$ cat config.mk
export PLATFORM = sky130hd
export DESIGN_NAME = tmr_chan
export DESIGN_NICKNAME = d
export VERILOG_FILES = /design/src/rtl/tmr_chan_pkg.sv /design/src/rtl/tmr_reload_reg.sv /design/src/rtl/tmr_ctl_reg.sv /design/src/rtl/tmr_down_cnt.sv /design/src/rtl/tmr_chan.sv
export SDC_FILE = /design/constraint.sdc
export NUM_CORES = 1
export LEC_CHECK = 0
export CAP_MARGIN = 20
export CELL_PAD_IN_SITES_DETAIL_PLACEMENT = 0
export CELL_PAD_IN_SITES_GLOBAL_PLACEMENT = 1
export CORE_MARGIN = 5
export CORE_UTILIZATION = 25
export CTS_CLUSTER_DIAMETER = 40
export DETAILED_ROUTE_END_ITERATION = 7
export DONT_BUFFER_PORTS = 1
export GPL_TIMING_DRIVEN = 0
export PLACE_DENSITY = 0.58
export SYNTH_ARGS = -nofsm -noshare
export SYNTH_HDL_FRONTEND = slang
export SYNTH_SLANG_ARGS = --single-unit
$ cat constraint.sdc
create_clock -name clk -period 2.9 [get_ports clk]
set_clock_uncertainty 0.15 [all_clocks]
set_input_delay 0.435 -clock clk [delete_from_list [all_inputs] [get_ports clk]]
set_output_delay 0.435 -clock clk [all_outputs]
set_load 0.01 [all_outputs]
$ cat src/rtl/tmr_chan_pkg.sv
// Package: shared control-bit positions and the stored control state of
// the timer channel. Assumes a 7-bit control word.
package tmr_chan_pkg;
    localparam int CTL_W      = 7;
    localparam int CB_EN      = 0;
    localparam int CB_RESTART = 1;
    localparam int CB_LOAD    = 2;
    localparam int CB_IRQEN   = 3;
    localparam int CB_PEND    = 4;
    localparam int CB_CHAIN   = 5;
    localparam int CB_HALT    = 6;

    typedef struct packed {
        logic chain;
        logic pend;
        logic irq_en;
        logic restart;
        logic en;
    } ctl_state_t;
endpackage

$ cat src/rtl/tmr_reload_reg.sv
// Module: holds the reload value of the channel.
// Assumes one write strobe; resets to zero.
module tmr_reload_reg #(
    parameter int WIDTH = 32
) (
    input  logic             clk,
    input  logic             rst_n,
    input  logic             we,
    input  logic [WIDTH-1:0] wdata,
    output logic [WIDTH-1:0] q
);
    // Capture a new reload value on write.
    always_ff @(posedge clk) begin
        if (!rst_n)  q <= '0;
        else if (we) q <= wdata;
    end

    p_reload_write_r8: assert property (@(posedge clk) disable iff (!rst_n)
        we |=> q == $past(wdata));
endmodule

$ cat src/rtl/tmr_ctl_reg.sv
// Module: control state of the channel, with the sticky pending flag and
// the interrupt pulse. Assumes that expire is never high in a cycle with
// a control write (the top drops ticks on any write).
module tmr_ctl_reg
    import tmr_chan_pkg::*;
(
    input  logic             clk,
    input  logic             rst_n,
    input  logic             we,
    input  ctl_state_t       wr,
    input  logic             expire,
    output ctl_state_t       st,
    output logic             irq_o
);
    // Update control fields on write; apply expiry effects otherwise.
    always_ff @(posedge clk) begin
        if (!rst_n) begin
            st    <= '0;
            irq_o <= 1'b0;
        end else begin
            irq_o <= expire & st.irq_en;
            if (we) begin
                st.en      <= wr.en;
                st.restart <= wr.restart;
                st.irq_en  <= wr.irq_en;
                st.chain   <= wr.chain;
                st.pend    <= wr.pend ? 1'b0 : st.pend;
            end else if (expire) begin
                if (st.irq_en)   st.pend <= 1'b1;
                if (!st.restart) st.en   <= 1'b0;
            end
        end
    end

    p_pend_clear_r7: assert property (@(posedge clk) disable iff (!rst_n)
        (we && wr.pend) |=> !st.pend);
    p_pend_keep_r7: assert property (@(posedge clk) disable iff (!rst_n)
        (we && !wr.pend) |=> st.pend == $past(st.pend));
    p_stop_on_expire_r6: assert property (@(posedge clk) disable iff (!rst_n)
        (expire && !st.restart && !we) |=> !st.en);
    p_irq_has_pend_r5: assert property (@(posedge clk) disable iff (!rst_n)
        irq_o |-> st.pend);
endmodule

$ cat src/rtl/tmr_down_cnt.sv
// Module: the down counter. Load beats a counter write, which beats
// expiry and decrement. Expiry is a qualified tick while the count is
// zero. Assumes tick_ok is already gated by enable and by write activity.
module tmr_down_cnt #(
    parameter int WIDTH = 32
) (
    input  logic             clk,
    input  logic             rst_n,
    input  logic             tick_ok,
    input  logic             load,
    input  logic             cnt_we,
    input  logic [WIDTH-1:0] cnt_wdata,
    input  logic [WIDTH-1:0] reload_q,
    input  logic             restart,
    output logic [WIDTH-1:0] count,
    output logic             expire
);
    localparam logic [WIDTH-1:0] ONE = WIDTH'(1);

    // Underflow detection on a qualified tick.
    always_comb expire = tick_ok && (count == '0);

    // Counter update with load > write > expiry > decrement.
    always_ff @(posedge clk) begin
        if (!rst_n)         count <= '0;
        else if (load)      count <= reload_q;
        else if (cnt_we)    count <= cnt_wdata;
        else if (expire)    count <= restart ? reload_q : count;
        else if (tick_ok)   count <= count - ONE;
    end

    p_decrement_r3: assert property (@(posedge clk) disable iff (!rst_n)
        (tick_ok && count != '0 && !load && !cnt_we) |=> count == $past(count) - ONE);
    p_restart_reload_r6: assert property (@(posedge clk) disable iff (!rst_n)
        (expire && restart && !load && !cnt_we) |=> count == $past(reload_q));
    p_load_wins_r8: assert property (@(posedge clk) disable iff (!rst_n)
        load |=> count == $past(reload_q));
endmodule

$ cat src/rtl/tmr_chan.sv
// Module: top of the down-counting timer channel. Qualifies the tick,
// splits the control write into fields and assembles the readback.
// Assumes single-cycle write strobes from outside decode logic.
module tmr_chan
    import tmr_chan_pkg::*;
#(
    parameter int WIDTH = 32
) (
    input  logic             clk,
    input  logic             rst_n,
    input  logic             tick_i,
    input  logic             cnt_we_i,
    input  logic [WIDTH-1:0] cnt_wdata_i,
    input  logic             rld_we_i,
    input  logic [WIDTH-1:0] rld_wdata_i,
    input  logic             ctl_we_i,
    input  logic [CTL_W-1:0] ctl_wdata_i,
    output logic [WIDTH-1:0] count_o,
    output logic [CTL_W-1:0] ctl_rdata_o,
    output logic             irq_o
);
    ctl_state_t       st;
    ctl_state_t       wr;
    logic [WIDTH-1:0] reload_q;
    logic             any_we;
    logic             tick_ok;
    logic             load;
    logic             expire;
    logic             unused_halt_bit;

    // Split control write data into stored fields.
    always_comb begin
        wr.en      = ctl_wdata_i[CB_EN];
        wr.restart = ctl_wdata_i[CB_RESTART];
        wr.irq_en  = ctl_wdata_i[CB_IRQEN];
        wr.pend    = ctl_wdata_i[CB_PEND];
        wr.chain   = ctl_wdata_i[CB_CHAIN];
    end
    assign unused_halt_bit = ctl_wdata_i[CB_HALT];

    // Tick qualification: enabled and no register access this cycle.
    always_comb begin
        any_we  = cnt_we_i | rld_we_i | ctl_we_i;
        tick_ok = tick_i & st.en & ~any_we;
        load    = ctl_we_i & ctl_wdata_i[CB_LOAD];
    end

    // Readback: load and debug halt read as zero.
    always_comb begin
        ctl_rdata_o              = '0;
        ctl_rdata_o[CB_EN]       = st.en;
        ctl_rdata_o[CB_RESTART]  = st.restart;
        ctl_rdata_o[CB_IRQEN]    = st.irq_en;
        ctl_rdata_o[CB_PEND]     = st.pend;
        ctl_rdata_o[CB_CHAIN]    = st.chain;
    end

    tmr_reload_reg #(.WIDTH(WIDTH)) u_rld (
        .clk(clk), .rst_n(rst_n), .we(rld_we_i), .wdata(rld_wdata_i), .q(reload_q)
    );

    tmr_ctl_reg u_ctl (
        .clk(clk), .rst_n(rst_n), .we(ctl_we_i), .wr(wr),
        .expire(expire), .st(st), .irq_o(irq_o)
    );

    tmr_down_cnt #(.WIDTH(WIDTH)) u_cnt (
        .clk(clk), .rst_n(rst_n), .tick_ok(tick_ok), .load(load),
        .cnt_we(cnt_we_i), .cnt_wdata(cnt_wdata_i), .reload_q(reload_q),
        .restart(st.restart), .count(count_o), .expire(expire)
    );

    p_hold_when_idle_r3: assert property (@(posedge clk) disable iff (!rst_n)
        (!st.en && !cnt_we_i && !ctl_we_i) |=> $stable(count_o));
    p_write_drops_tick_r10: assert property (@(posedge clk) disable iff (!rst_n)
        (rld_we_i && !cnt_we_i && !ctl_we_i) |=> $stable(count_o));
endmodule

== Yosys cells after proc, flatten, opt, wreduce, memory -nomap -nowiden ==
Cells that the tools add are included.
Widths: inputs -> output; s select.
Word-level totals
  output and inout bits: 40
  input port bits: 77
  flip-flop bits (word level): 70
  word-level logic and storage cells: 39
Operators by class
  bitwise logic cells: 7
  equality and inequality tests: 3
  add/sub/neg operators: 1
  reductions and logical operators: 8
  multiplexer cells: 12
Operator list (number)
  $mux 32: 5
  $logic_not 32->1: 1
  $sub 32x1->32 const B: 1
  $mux 1: 7
  $and 1x1->1: 4
  $ne 4x4->1 const B: 1
  $reduce_and 2->1: 2
  $reduce_bool 2->1: 2
  $reduce_bool 4->1: 1
  $reduce_and 3->1: 1
  $ne 2x1->1 const B: 1
  $ne 2x2->1 const B: 1
  $or 1x1->1: 2
  $logic_and 1x1->1: 1
  $not 1->1: 1

== Depth between registers and ports, before layout ==
  depth after elaboration: 8
  gate-level depth with buffers: 10
  mapped depth without buffers: 8

== By module ==
From an unflattened synthesis, not the netlist that was laid out.
Unflattened totals
  cells, all modules: 454
  area total of the unflattened synthesis: 3923.8 µm²
By module, submodules not included
  tmr_down_cnt: seq. area each 640.6 µm², area an instance 2404.8 µm², cells an instance 323, instances 1
  tmr_reload_reg: seq. area each 640.6 µm², area an instance 1243.7 µm², cells an instance 103, instances 1
  tmr_ctl_reg: seq. area each 120.1 µm², area an instance 232.7 µm², cells an instance 22, instances 1
  tmr_chan: seq. area each 0.0 µm², area an instance 42.5 µm², cells an instance 6, instances 1

== Least setup slack after synthesis ==
OpenSTA, ideal clock, no wires.
  path type: register to register
  start: register u_cnt.count[0]
  end: register u_cnt.count[19]
  path buffers: 0
  slack: 0.418 ns
  cell stages (with the launch flop): 9
  data required time: 2.631 ns
  clock period less this slack: 2.482 ns
  library setup time: 0.119 ns
  data arrival time: 2.213 ns
  path through: dfxtp_1 > inv_1 > ha_1 > nor3b_1 > nand4_1 > nor3_4 > nor2_2 > o221a_2 > o221a_2
Between the ends
  word-level cells in the longest chain between the ends: 5
  elaborated cells on any way between the ends: 10
  those cells by class: add/sub: 1; eq/ne: 1; mux: 4; reduce/logical: 4
RTL lines
  from (decl): RTL line tmr_down_cnt.sv:15  | output logic [WIDTH-1:0] count,
  from (signal assigned): RTL line tmr_down_cnt.sv:26  | else if (load) count <= reload_q;
  from (signal assigned): RTL line tmr_down_cnt.sv:27  | else if (cnt_we) count <= cnt_wdata;
  from (signal assigned): RTL line tmr_down_cnt.sv:28  | else if (expire) count <= restart ? reload_q : count;
  $sub 32x1->32 or $logic_not 32->1 (tied branches): RTL line tmr_down_cnt.sv:29, tmr_down_cnt.sv:21
  $mux 32 or $logic_and 1x1->1 (tied branches): RTL line tmr_down_cnt.sv:29, tmr_down_cnt.sv:21
  $mux 32: RTL line tmr_down_cnt.sv:28
  $mux 32: RTL line tmr_down_cnt.sv:27
  $mux 32: RTL line tmr_down_cnt.sv:26
Several ways; a longest one is shown, not always the timed one. The select of a mux whose other input is x is not followed.
A chain may end at the register's enable or synchronous reset.

== Final worst setup path ==
  start: input port ctl_we_i
  end: register u_cnt.count[16]
Between the ends
  word-level cells in the longest chain between the ends: 7
  elaborated cells on any way between the ends: 11
  those cells by class: eq/ne: 1; mux: 3; bitwise: 4; reduce/logical: 3
RTL lines
  from (decl): RTL line tmr_chan.sv:16  | input logic ctl_we_i,
  $or 1x1->1: RTL line tmr_chan.sv:43  | any_we = cnt_we_i | rld_we_i | ctl_we_i;
  $not 1->1: RTL line tmr_chan.sv:44  | tick_ok = tick_i & st.en & ~any_we;
  $and 1x1->1: RTL line tmr_chan.sv:44
  $logic_and 1x1->1: RTL line tmr_down_cnt.sv:21  | always_comb expire = tick_ok && (count == '0);
  $mux 32: RTL line tmr_down_cnt.sv:28
  $mux 32: RTL line tmr_down_cnt.sv:27
  $mux 32: RTL line tmr_down_cnt.sv:26
Several ways; a longest one is shown, not always the timed one.

==> impl_metrics.prom <==
# TYPE chip_impl_metric gauge
chip_impl_metric{name="multi_input_gate_area",unit="sq um"} 2400
chip_impl_metric{name="io-pin-count",unit=""} 117
chip_impl_metric{name="fin_crit_sh",unit="%"} 93.2
chip_impl_info{name="clock_tree_from_tritoncts",value="yes"} 1
chip_impl_metric{name="routed_wl",unit="um"} 16200
chip_impl_metric{name="power-per-cell-area",unit="nW/um^2"} 595
chip_impl_metric{name="cp.required",unit="ns"} 3.00
chip_impl_metric{name="dr_total_vias",unit=""} 3873
chip_impl_metric{name="power.share.switching",unit="%"} 32.8
chip_impl_info{name="worstHoldPathType",value="input port to flip-flop"} 1
chip_impl_metric{name="worstMarginPinSlew",unit="ns"} 0.848
chip_impl_metric{name="maxSlewHeadroom",unit="%"} 43.5
chip_impl_info{name="synth_most_common_cell",value="dfxtp_1"} 1
chip_impl_metric{name="final_layout_size_suffix_gt1_share",unit="%"} 10.8
chip_impl_metric{name="netlist.area_leader.share",unit="%"} 35.2
chip_impl_metric{name="postRouteAntennaNets",unit=""} 0
chip_impl_metric{name="crit_fanout",unit=""} 10
chip_impl_metric{name="synth.yosys.warnings",unit=""} 0
chip_impl_info{name="cp-end-kind",value="flip-flop"} 1
chip_impl_metric{name="vias_in_the_first_global_route",unit=""} 3920
chip_impl_metric{name="vdd_drop_max",unit="uV"} 283
chip_impl_metric{name="synth_enable_flop_cells",unit=""} 0
chip_impl_metric{name="initial_drt_pass_iterations",unit=""} 5
chip_impl_info{name="synth_top_flop_cell",value="dfxtp_1"} 1
chip_impl_metric{name="report.final.setup_viol",unit=""} 0
chip_impl_metric{name="ys_seq_area_share",unit="%"} 35.2
chip_impl_metric{name="dieHeight",unit="um"} 136
chip_impl_metric{name="syn_area_per_cell",unit="sq um"} 8.34
chip_impl_metric{name="yosys_register_bits",unit=""} 70
chip_impl_metric{name="core.rowCount",unit=""} 46
chip_impl_metric{name="cts.sink_count",unit=""} 70
chip_impl_metric{name="globalplace.congestion",unit=""} 0.826
chip_impl_metric{name="max_freq",unit="MHz"} 370
chip_impl_metric{name="grt_antenna_before_repair",unit=""} 1
chip_impl_metric{name="synth_async_sr_flop_share",unit="%"} 0
chip_impl_metric{name="power_leakage",unit="nW"} 1.76
chip_impl_metric{name="path_clk_slew",unit="ns"} 0.06
chip_impl_metric{name="post_synthesis_instance_area",unit="sq um"} 3980
chip_impl_metric{name="worstSkewPairLatency",unit="ns"} 0.35
chip_impl_metric{name="n_antenna_cell",unit=""} 0
chip_impl_metric{name="cp_data_arrival_time",unit="ns"} 2.81
chip_impl_metric{name="overall_die_area",unit="sq um"} 18500
chip_impl_metric{name="post_cts_hold_buffer_count",unit=""} 0
chip_impl_metric{name="layout.area.seq",unit="sq um"} 1400
chip_impl_metric{name="areaGrowthSynthToFinish",unit="%"} 15.9
chip_impl_metric{name="cts-root-to-sink-buffers",unit=""} 2
chip_impl_metric{name="globalRoute.totalOverflow",unit=""} 0
chip_impl_metric{name="core_area",unit="sq um"} 15800
chip_impl_metric{name="port_buffers",unit=""} 0
chip_impl_metric{name="track_usage",unit="%"} 17.7
chip_impl_metric{name="power",unit="W"} 0.00274
chip_impl_info{name="crit_type",value="input port to flip-flop"} 1
chip_impl_metric{name="ys_types",unit=""} 65
chip_impl_info{name="yosys.area.top_type",value="dfxtp_1"} 1
chip_impl_metric{name="first_pass_grt_wire_length",unit="um"} 24000
chip_impl_metric{name="grt_max_degree",unit=""} 13
chip_impl_metric{name="seq_power_share",unit="%"} 42.2
chip_impl_metric{name="final_net_count",unit=""} 575
chip_impl_metric{name="timing.final.crit_period",unit="ns"} 2.70
chip_impl_info{name="ys_top_cells_by_area",value="dfxtp_1 35%, mux2i_1 9.8%, nor2_1 6.3%, nand2_1 4.0%, o21ai_0 2.4%"} 1
chip_impl_metric{name="hold_viol_final",unit=""} 0
chip_impl_metric{name="detail_route.vias_per_cell",unit=""} 5.39
chip_impl_metric{name="place_hpwl",unit="um"} 12100
chip_impl_metric{name="max_cap_viol_count",unit=""} 0
chip_impl_metric{name="power_share_of_the_clock_group",unit="%"} 38.4
chip_impl_info{name="outcome",value="finished clean"} 1
chip_impl_metric{name="intPower",unit="W"} 0.00184
chip_impl_metric{name="syn_inst",unit=""} 477
chip_impl_info{name="cts_root_buffer",value="clkbuf_16"} 1
chip_impl_metric{name="pwr-share-comb",unit="%"} 19.5
chip_impl_metric{name="chipWidth",unit="um"} 136
chip_impl_info{name="grt_setup_unrepaired",value="no"} 1
chip_impl_metric{name="whs",unit="ns"} 0.0737
chip_impl_metric{name="switching_power_summed_over_all_nets",unit="W"} 0.000900
chip_impl_metric{name="start_util",unit="%"} 25.2
chip_impl_info{name="kind_of_launch_point_of_the_worst_setup_path",value="input port"} 1
chip_impl_metric{name="remaining_drc_errors",unit=""} 0
chip_impl_metric{name="routed_wire_length_per_instance",unit="um"} 22.6
chip_impl_metric{name="dr.first_iter.drc_count",unit=""} 277
chip_impl_metric{name="number_of_inserted_filler_cells_in_the_final_layout",unit=""} 1735
chip_impl_info{name="synth_commonest_cells",value="70 x dfxtp_1, 67 x nor2_1, 42 x nand2_1, 39 x mux2i_1, 19 x o21ai_0"} 1
chip_impl_metric{name="cts_max_level",unit=""} 3
chip_impl_metric{name="timing.final.max_slew_violations",unit=""} 0
chip_impl_metric{name="cts_inserted_buffers",unit=""} 9
-- path summary, 6_finish.rpt --
path                  start         endpoint  slack (ns)  cells past startpoint
max                ctl_we_i  u_cnt.count[16]        0.20                      9
min          ctl_wdata_i[0]      u_ctl.st[0]        0.07                      2
max reg2reg  u_cnt.count[4]  u_cnt.count[16]        0.21                      8
min reg2reg     u_rld.q[16]      u_rld.q[16]        0.35                      2
-- registers in the layout, indices dropped and copies added (netlist names) --
name and flops:
u_ctl.irq_o 1, u_ctl.st 5, u_rld.q 32, u_cnt.count 32
-- per-layer routing --
layer	GRT usage (%)	routed length [um]	vias to the layer above
met5	0	7	-
met4	5.54	238	2
met3	6.70	1530	18
met2	28.8	7620	157
met1	21.6	6830	1878
li1	-	-	1818
-- cells by family after synthesis --
kind of cell	share of synthesized area, %
and+or+nand+nor	22.9
AOI/OAI and AO/OA	22.8
DFF	35.2
buffers and inverters	4.97
muxes	9.81
xor gates and xnor gates	3.96
adders and majority gates	0.314
other	0.0942
-- layout by cell type (no fill, tap or decap), types with 4 or more instances in the layout --
| master | count |
|---|---|
| dfxtp_1 | 69 |
| or3_1 | 5 |
| clkbuf_1 | 17 |
| o31ai_1 | 6 |
| nand3_1 | 8 |
| a221oi_1 | 4 |
| o22ai_1 | 9 |
| a21oi_1 | 18 |
| nand2_1 | 42 |
| o211ai_1 | 12 |
| o21ai_0 | 19 |
| nor2_1 | 67 |
| a21o_1 | 4 |
| nor3_1 | 11 |
| buf_4 | 11 |
| o221ai_1 | 10 |
| xor2_1 | 9 |
| a31oi_1 | 10 |
| buf_1 | 8 |
| nor4_1 | 8 |
| a22oi_1 | 8 |
| clkbuf_16 | 9 |
| buf_2 | 5 |
| inv_1 | 8 |
| xnor2_1 | 9 |
| mux2i_1 | 39 |
| nand4_1 | 6 |
-- worst max-delay path, cell delays in order --
cell and delay [ns]:
buf_2 0.23, and2_1 0.16, clkbuf_1 0.53, nor3_1 0.28
buf_4 0.25, a21oi_2 0.14, buf_2 0.29, nand2_1 0.18
o32ai_1 0.30
-- repair_timing --
action | CTS | global route
pin swaps | 2 | 2
buffers inserted | 4 | 3
resized for setup | 2 | 6
endpoints found under the setup margin | 33 | 32
-- power groups by stage --
stage	Combinational (W)	Sequential (W)	Clock, W
floorplan	0.000405	0.00114	0
detailed placement	0.000526	0.00118	0
global placement	0.000517	0.00117	0
global route	0.000593	0.00117	0.00112
finish	0.000534	0.00116	0.00105
CTS	0.000529	0.00116	0.00108
-- stage by stage --
step                      TNS, ns  std cells  util, %  cell area (sq um)  setup WS [ns]
after floorplan                 0        478        -               3980          0.418
after global placement      -9.85        694     27.0               4250         -0.387
after detailed placement   -10.09        695     27.0               4260         -0.401
after CTS                       0        715     29.0               4570        0.00288
after global routing            0        718     29.2               4610        0.00492
final                           0        718     29.2               4610          0.196
-- final cells by class --
type,instances,area share (%)
Sequential cell,70,30.4
Tap cell,216,5.86
Inverter,8,0.651
Clock buffer,11,5.26
Buffer,36,3.69
Timing Repair Buffer,8,1.30
Multi-Input combinational cell,364,52.1
Clock inverter,5,0.733
No activity file was read; power rests on OpenSTA's default activity.
